`config.mk`:
```
export PLATFORM = sky130hd
export DESIGN_NAME = stereo_tremolo
export DESIGN_NICKNAME = d
export VERILOG_FILES = /design/src/rtl/stereo_tremolo.sv
export SDC_FILE = /design/constraint.sdc
export NUM_CORES = 1
export LEC_CHECK = 0
export ABC_AREA = 1
export CAP_MARGIN = 20
export CORE_MARGIN = 3
export CORE_UTILIZATION = 55
export DETAILED_ROUTE_END_ITERATION = 10
export DONT_BUFFER_PORTS = 1
export PLACE_DENSITY = 0.68
export RECOVER_POWER = 50
export REMOVE_ABC_BUFFERS = 1
export SYNTH_ARGS = -nofsm -noshare
export SYNTH_HDL_FRONTEND = slang
export SYNTH_SLANG_ARGS = --single-unit
```
`constraint.sdc`:
```
create_clock -name clk -period 8 [get_ports clk]
set_input_delay 0 -clock clk [delete_from_list [all_inputs] [get_ports clk]]
set_output_delay 0 -clock clk [all_outputs]
set_load 0.01 [all_outputs]
```
`src/rtl/stereo_tremolo.sv`:
```
module stereo_tremolo #(
  parameter int SW       = 16,
  parameter int LW       = 16,
  parameter int CTRL_DIV = 256
) (
  input  logic          clk,
  input  logic          rst_n,
  input  logic          in_valid,
  input  logic [SW-1:0] in_left,
  input  logic [SW-1:0] in_right,
  input  logic [LW-1:0] lfo,
  input  logic          btn_n,
  output logic          out_valid,
  output logic [SW-1:0] out_left,
  output logic [SW-1:0] out_right
);

  localparam int CW = (CTRL_DIV > 1) ? $clog2(CTRL_DIV) : 1;
  localparam int PW = SW + LW + 1;

  logic [CW-1:0] cnt;
  logic          seen;
  logic          anti;
  logic          tick;
  logic [LW-1:0] gain_r;

  logic signed [PW-1:0] prod_l;
  logic signed [PW-1:0] prod_r;

  assign tick   = in_valid && (cnt == CW'(CTRL_DIV - 1));
  assign gain_r = anti ? ~lfo : lfo;
  assign prod_l = $signed(in_left)  * $signed({1'b0, lfo});
  assign prod_r = $signed(in_right) * $signed({1'b0, gain_r});

  always_ff @(posedge clk) begin
    if (!rst_n) begin
      cnt  <= '0;
      seen <= 1'b0;
      anti <= 1'b1;
    end else if (in_valid) begin
      if (tick) begin
        cnt <= '0;
        if (btn_n) begin
          seen <= 1'b0;
        end else if (!seen) begin
          seen <= 1'b1;
          anti <= ~anti;
        end
      end else begin
        cnt <= cnt + 1'b1;
      end
    end
  end

  always_ff @(posedge clk) begin
    if (!rst_n) begin
      out_valid <= 1'b0;
      out_left  <= '0;
      out_right <= '0;
    end else begin
      out_valid <= in_valid;
      if (in_valid) begin
        out_left  <= SW'(prod_l >>> LW);
        out_right <= SW'(prod_r >>> LW);
      end
    end
  end

  p_valid_follows_r5: assert property (@(posedge clk) disable iff (!rst_n)
    in_valid |=> out_valid);

  p_no_spurious_valid_r5: assert property (@(posedge clk) disable iff (!rst_n)
    !in_valid |=> !out_valid);

  p_mode_on_tick_r6: assert property (@(posedge clk) disable iff (!rst_n)
    !tick |=> $stable(anti));

  p_held_no_retoggle_r7: assert property (@(posedge clk) disable iff (!rst_n)
    (tick && seen && !btn_n) |=> $stable(anti));

  p_inphase_equal_r3: assert property (@(posedge clk) disable iff (!rst_n)
    (in_valid && !anti && in_left == in_right) |=> out_left == out_right);

  p_left_sign_r9: assert property (@(posedge clk) disable iff (!rst_n)
    in_valid |=> !(out_left[SW-1] && !$past(in_left[SW-1])));

  p_right_sign_r9: assert property (@(posedge clk) disable iff (!rst_n)
    in_valid |=> !(out_right[SW-1] && !$past(in_right[SW-1])));

endmodule

```
==> results of run 1 <==
-- per-layer routing --
metal	GRT usage (%)	up-vias	part of all wire, %
met4	5.70	0	1.8
met3	8.04	52	9.6
met2	46.2	564	43
met5	0	-	0
met1	44.0	7893	45
li1	-	7579	-
-- sequential cells by signal, indices dropped and copies added, names as in the netlist --
register and flops:
out_left 16, out_valid 1, seen 1, out_right 16, cnt 8, anti 1
-- worst max-delay path: cells and delay by family, from the launching register on --
kind / cells / cell delay [ns]
adder cells (fa/ha/maj): 7 / 3.56
AND/OR/NAND/NOR: 11 / 1.58
flip-flops: 1 / 0.86
buffers and inverters: 6 / 0.78
-- worst paths after layout --
path                    to  depth (start not counted)  slack, ns  startpoint
min              out_valid                          3       0.05    in_valid
max reg2reg  out_right[14]                         24       1.11        anti
min reg2reg           seen                          2       0.51        seen
max          out_right[14]                         24       1.11        anti
-- cell families (layout without fill, tap and decap cells) --
logic type | Yosys count | in the layout | synth area share [%]
xor+xnor | 17 | 17 | 0.757
buf+inv | 806 | 726 | 15.5
simple gates | 1020 | 1020 | 20.6
compound gates | 169 | 169 | 4.89
flops | 43 | 43 | 4.38
fa+ha+maj | 615 | 615 | 53.9
-- stage by stage --
stage                     setup slack [ns]  instances  area, um2  hold WS [ns]  util, %
after floorplan                       2.30       2575      19300        0.0842        -
after global placement                1.22       3033      19900        0.0925     57.0
after detailed placement              1.23       3033      19900        0.0973     57.0
after CTS                             1.16       3045      20100        0.0479     57.6
after global routing                 0.602       3045      20100        0.0689     57.6
final                                 1.11       3045      20100        0.0529     57.6
-- repair_timing --
| action | 4_1_cts | 5_1_grt |
|---|---|---|
| hold endpoints to repair | 41 | 0 |
| resized for setup | 0 | 0 |
| hold buffers | 4 | 0 |
-- area by class of cell --
| type | count | area [um2] | area share (%) |
|---|---|---|---|
| Multi-Input combinational cell | 1821 | 15800 | 78.4 |
| Inverter | 711 | 2670 | 13.3 |
| Sequential cell | 43 | 861 | 4.29 |
| Tap cell | 455 | 569 | 2.83 |
| Clock buffer | 5 | 125 | 0.623 |
| Timing Repair Buffer | 7 | 80.1 | 0.399 |
| Clock inverter | 3 | 26.3 | 0.131 |
-- cells in the final DEF (no fill, tap or decap), types with 5 or more instances in the layout --
cell	netlist	layout
fa_1	386	386
o21bai_1	8	8
a21oi_1	77	77
xor2_1	8	8
o21ai_0	47	47
nor3_1	20	20
a21o_1	10	10
nand3_1	63	63
nand2_2	15	15
o21a_1	8	8
nand2_1	609	609
nand4_1	10	10
or2_2	8	8
dfxtp_1	43	43
xnor2_1	9	9
clkbuf_16	0	5
nor2_1	287	287
clkinv_1	7	7
inv_1	699	699
ha_1	229	229
==> metrics.txt, run 1 <==
status=finished, final reports clean; Root Driver=clkbuf_16; clk slew on worst S/H paths=0.08 ns; PortBufs=0; fin. max-slew vios=0; setup bufs post-CTS=0; Layout fillers=3344; Slowest cell on crit path=dfxtp_1; Area Growth Syn to Fin=2.15%; fin nets=3256; area of the die=0.0381 mm2; critical path endpoint category=flop; Total Neg Setup Slack=0 ns; Slew headroom=38.4%; # diodes=0; gp weighted congestion=0.942; clk sink count=43; layout cell share with drive strength beyond 1=1.81%; Ys Warns=0; Initial DRT Pass Iterations=5; GR Util All Layers=30.2%; Max-cap violations=0; highest clock rate=145 MHz; Initial Util=56.4%; Fin. Hold Viols=0; Max FO, Critical Path=26; Hold Path Class=primary input to flop; crit path cell chain=inv_6 > nand2_1 > nand2_1 > inv_1 > nand2_1 > fa_1 > fa_1 > inv_1 > fa_1 > fa_1 > fa_1 > inv_1 > fa_1 > inv_1 > ha_1 > nand2_1 > nor2_1 > inv_1 > nor3_1 > nand2_1 > nand3_1 > nand2_1 > nor2_1 > nor2_1; crit path DAT=7.10 ns; mapped cell area=0.0197 mm2; HPWL Detailed=46700 um; initial antenna violation count=0; synth unique cells=42; worst-margin pin slew=0.921 ns; Die Ht=195 um; CTS tree=done; largest net degree at the start of global routing=69; Core Area=0.0349 mm2; DRC violations left=0; Seq/Total Area, Yosys=4.38%; Synth area leaders=fa_1 39%, ha_1 15%, inv_1 13%; worst skew pair latency=0.31 ns; cell taking the most area after synthesis=fa_1; vias=16100; antenna violation net count after detailed routing=0; first-pass GRT wire length=91100 um; H-tree depth=2; Num CTS Buffers=5; # IOs=85; Cells after Synth=2670; DR WL/cell=18.2 um; number of synthesized flops with an enable pin=0; register bit total from synthesis=43; Post-synth ARST share=0%; Most used DFF post-synth=dfxtp_1; fin crit share=86.1%; average cell area after synthesis=7.36 um2; Post-synth top cells=699 x inv_1, 609 x nand2_1, 386 x fa_1, 287 x nor2_1, 229 x ha_1; Setup CP Type=flop to flop; # rows=68; Startpoint Class=flop; WP data required=8.21 ns; max incr delay on CP=0.86 ns; Clock Skews=0.0181 ns; Via density=5.28; clock buffer depth=2; Synth top area share=39.3%; final-report setup violation count=0; RSZ-0062 raised after global routing=false; vias in the first global route=16900; min Tclk post-route=6.89 ns; most common cell in the synthesized netlist=inv_1; Post-Route WL=55500 um; DRT iter0 DRCs=1082; Die Wd=195 um; remaining global-route overflow=0
Power of run 1 is left out: the tool's default activity adds up to more than one toggle a clock period on the data nets, which glitch-free logic cannot reach.
==> inputs of run 2 (changes only) <==
Settings changed: CTS_BUF_LIST from default to sky130_fd_sc_hd__clkbuf_2.
==> run 2 against run 1 <==
Compared with the run above:
- non-clock buffer count up 3
- sequential cell count unchanged
- register-to-register slack worse by 0.35 ns
- via count about the same
- cell count up 0.13%
- global-route usage about the same
- sequential share of layout area about the same
- core utilization down 0.19 points
- critical path type unchanged
- count of clock-buffer cells in the layout unchanged
- cell area down 0.34%
==> metrics.txt, run 2 (synthesis results as in run 1) <==
Die Ht=195 um; Clock Skews=0.0731 ns; first-pass GRT wire length=91100 um; reg2reg start=anti; antenna violation net count after detailed routing=0; vias in the first global route=17000; CP dominant cell by count=fa_1; top flop regs=out_left (16), out_right (16), cnt (8); max incr delay on CP=0.94 ns; Slowest cell on crit path=dfxtp_1; critical path endpoint category=flop; crit path cell chain=nand2_1 > nand2_1 > clkinv_1 > nand2_1 > fa_1 > fa_1 > fa_1 > inv_1 > fa_1 > fa_1 > inv_1 > fa_1 > inv_1 > ha_1 > nand2_1 > o21ai_0 > a21oi_1 > nand2_2 > xnor2_1 > a21oi_1 > dlygate4sd3_1; # rows=68; DRC violations left=0; status=finished, final reports clean; Slew headroom=43.0%; GR Util All Layers=30.2%; HPWL Detailed=46700 um; Fin. Hold Viols=0; Via density=5.28; vias=16100; initial antenna violation count=1; most frequent cells in the layout=699 x inv_1, 609 x nand2_1, 386 x fa_1; layout cell share with drive strength beyond 1=1.81%; Total Neg Setup Slack=0 ns; DRT iter0 DRCs=1079; DR WL/cell=18.2 um; R2R depth=21; clk slew on worst S/H paths=0.33 ns; Crit path max-delay family=adder cells; Num CTS Buffers=5; min Tclk post-route=7.24 ns; Bufs and invs on worst path=5; final-report setup violation count=0; clock buffer depth=2; end of the worst register-to-register path=out_right[1]; setup bufs post-CTS=0; worst-margin pin slew=0.852 ns; fin. max-slew vios=0; largest net degree at the start of global routing=69; highest clock rate=138 MHz; Area Growth Syn to Fin=1.81%; final instance area=0.0200 mm2; Max-cap violations=0; Die Wd=195 um; gp weighted congestion=0.942; Startpoint Class=flop; crit path DAT=7.71 ns; WP data required=8.47 ns; R2R setup slack=0.76 ns; Root Driver=clkbuf_2; PortBufs=0; worst skew pair latency=0.52 ns; Core Area=0.0349 mm2; hold path cells=2; Setup CP Type=flop to flop; Initial DRT Pass Iterations=6; Hold Path Class=primary input to flop; area of the die=0.0381 mm2; hold wc startpoint=rst_n; fin crit share=90.5%; Layout fillers=3361; Placed Area=0.0199 mm2; Final Util=57.4%; H-tree depth=2; Max FO, Critical Path=26; commonest non-fill, non-tap cell in the layout=inv_1; Initial Util=56.4%; clk sink count=43; remaining global-route overflow=0; fin nets=3259; # IOs=85; hold path endpoint=seen; CTS tree=done; RSZ-0062 raised after global routing=false; Post-Route WL=55400 um
-- run 2: how the worst max path moves through the flow --
| stage | startpoint | end | slack [ns] | cells past startpoint |
|---|---|---|---|---|
| floorplan | anti | out_right[12] | 2.30 | 24 |
| global placement | anti | out_right[7] | 1.22 | 21 |
| detailed placement | anti | out_right[7] | 1.23 | 21 |
| CTS | anti | out_right[1] | 0.85 | 21 |
| global route | anti | out_right[1] | 0.31 | 21 |
| finish | anti | out_right[1] | 0.76 | 21 |
-- run 2: cell type report --
class / instances / area, um2 / area share [%]
inverters: 711 / 2670 / 13.4
flip-flops and latches: 43 / 861 / 4.30
clock buffers: 5 / 25.0 / 0.125
diodes: 1 / 2.50 / 0.0125
well taps: 455 / 569 / 2.84
multi-input cells: 1821 / 15800 / 78.7
clock inverters: 3 / 26.3 / 0.131
repair buffers: 10 / 110 / 0.550
-- run 2: metal layers --
| layer | part of all wire, % | up-vias | GRT usage [%] |
|---|---|---|---|
| met2 | 43 | 597 | 46.1 |
| met1 | 45 | 7858 | 44.0 |
| met4 | 1.9 | 0 | 5.57 |
| met3 | 9.8 | 56 | 7.95 |
| li1 | - | 7592 | - |
| met5 | 0 | - | 0 |
-- run 2: timing repair --
item	in CTS	in global routing
hold buffers	7	0
gates resized for setup	0	0
hold endpoints to repair	43	0
endpoints found under the setup margin	0	0
-- run 2: metrics by stage --
step	std cells	setup WS, ns	hold slack [ns]
after global routing	3049	0.310	0.0937
after global placement	3033	1.22	0.0925
after floorplan	2575	2.30	0.0842
after detailed placement	3033	1.23	0.0973
final	3049	0.762	0.0631
after CTS	3048	0.846	0.0416
Power of run 2 is left out for the same reason.
==> inputs of run 3 (changes only) <==
Settings changed: PLACE_DENSITY 0.68 to 0.7.
==> run 3 against run 2 <==
Compared with the run above:
- non-clock buffer count is 3 lower
- first-iteration DRC count is 16% higher
- register-to-register slack better by 0.14 ns
- sequential share of layout area hardly changed
- cell count hardly changed
- setup slack better by 0.14 ns
- count of clock-buffer cells in the layout stayed put
- maximum frequency is 1.9% higher
==> metrics.txt, run 3 (synthesis results as in run 1) <==
clk slew on worst S/H paths=0.34 ns; antenna violation net count after detailed routing=0; hold path endpoint=out_right[4]; worst skew pair latency=0.50 ns; Slowest cell on crit path=dfxtp_1; top flop regs=out_left (16), out_right (16), cnt (8); DRT iter0 DRCs=1255; largest net degree at the start of global routing=69; Total Neg Setup Slack=0 ns; crit path DAT=7.55 ns; Fin. Hold Viols=0; Hold Path Class=primary input to flop; Max-cap violations=0; cts hold-fix bufs=6; max incr delay on CP=0.95 ns; Root Driver=clkbuf_2; # rows=68; R2R depth=23; CP startpoint=anti; H-tree depth=2; vias in the first global route=17100; Num CTS Buffers=5; HPWL Detailed=46500 um; clock buffer depth=2; R2R setup slack=0.90 ns; critical path endpoint category=flop; fin. max-slew vios=0; reg2reg start=anti; commonest non-fill, non-tap cell in the layout=inv_1; Post-Route WL=54700 um; clk sink count=43; CP dominant cell by count=fa_1; Initial Util=56.4%; Setup CP Type=flop to flop; post-route insts no fill=3047; RSZ-0062 raised after global routing=false; end of the worst register-to-register path=out_right[0]; Slew headroom=37.9%; most frequent cells in the layout=699 x inv_1, 609 x nand2_1, 386 x fa_1; remaining global-route overflow=0; vias=16200; status=finished, final reports clean; fin nets=3256; Post-Place Cells=3031; DR WL/cell=18.0 um; highest clock rate=141 MHz; Area Growth Syn to Fin=1.66%; Die Wd=195 um; WP data required=8.45 ns; hold wc startpoint=in_right[0]; Startpoint Class=flop; DRC violations left=0; Core Area=0.0349 mm2; CTS tree=done; gp weighted congestion=0.975; Die Ht=195 um; Initial DRT Pass Iterations=8; layout cell share with drive strength beyond 1=1.70%; hold path cells=9; # IOs=85; GR Util All Layers=29.6%; setup bufs post-CTS=0; fin crit share=88.8%; area of the die=0.0381 mm2; Max FO, Critical Path=26; worst-margin pin slew=0.930 ns; crit path cell chain=inv_6 > nand2_1 > nand2_1 > inv_1 > nand2_1 > fa_1 > fa_1 > fa_1 > fa_1 > inv_1 > fa_1 > inv_1 > fa_1 > inv_1 > ha_1 > a21oi_1 > nand2_1 > nand4_1 > nand2_1 > a21oi_1 > xor2_1 > a21oi_1 > dlygate4sd3_1; Via density=5.32; initial antenna violation count=1; first-pass GRT wire length=90200 um; min Tclk post-route=7.10 ns; Clock Skews=0.0706 ns; final-report setup violation count=0; post-CTS sizing=0; PortBufs=0
==> run 3: layout make-up <==
cell class              instances  area [um2]
multi-input cells            1821       15800
fillers                      3399       14900
inverters                     711        2670
flip-flops and latches         43         861
well taps                     455         569
repair buffers                  7        85.1
clock buffers                   5        25.0
clock inverters                 3        20.0
diodes                          2        5.00
==> run 3: worst max path at each step <==
stage / slack [ns] / depth (start not counted) / end
6_report: 0.90 / 23 / out_right[0]
5_1_grt: 0.60 / 23 / out_right[0]
4_1_cts: 1.03 / 22 / out_right[0]
3_5_place_dp: 1.38 / 22 / out_right[7]
3_3_place_gp: 1.40 / 25 / out_right[9]
2_1_floorplan: 2.30 / 24 / out_right[12]
==> run 3: per-layer routing <==
metal	part of all wire [%]	vias to the layer above	GRT usage, %	wire length [um]
met5	0	-	0	0
met1	43	7845	42.1	23700
met4	2.3	0	6.92	1260
met2	43	697	45.4	23700
met3	11	88	8.35	6010
li1	-	7585	-	-
==> run 3: critical path, delay by kind of cell, from the launching register on <==
kind            cells  cell delay, ns
simple gates        6            0.75
flops               1            0.95
compound gates      3            0.45
xor+xnor            1            0.22
fa+ha+maj           7            3.49
buf+inv             6            1.19
==> run 3: through the flow <==
stage	setup slack, ns	instance area [um2]	hold WS [ns]	util [%]
4_1_cts	1.03	20000	0.0843	57.3
2_1_floorplan	2.30	19300	0.0842	-
6_report	0.898	20000	0.0870	57.3
5_1_grt	0.597	20000	0.135	57.3
3_5_place_dp	1.38	19900	0.0975	56.9
3_3_place_gp	1.40	19900	0.0924	56.9
Power of run 3 is left out for the same reason.
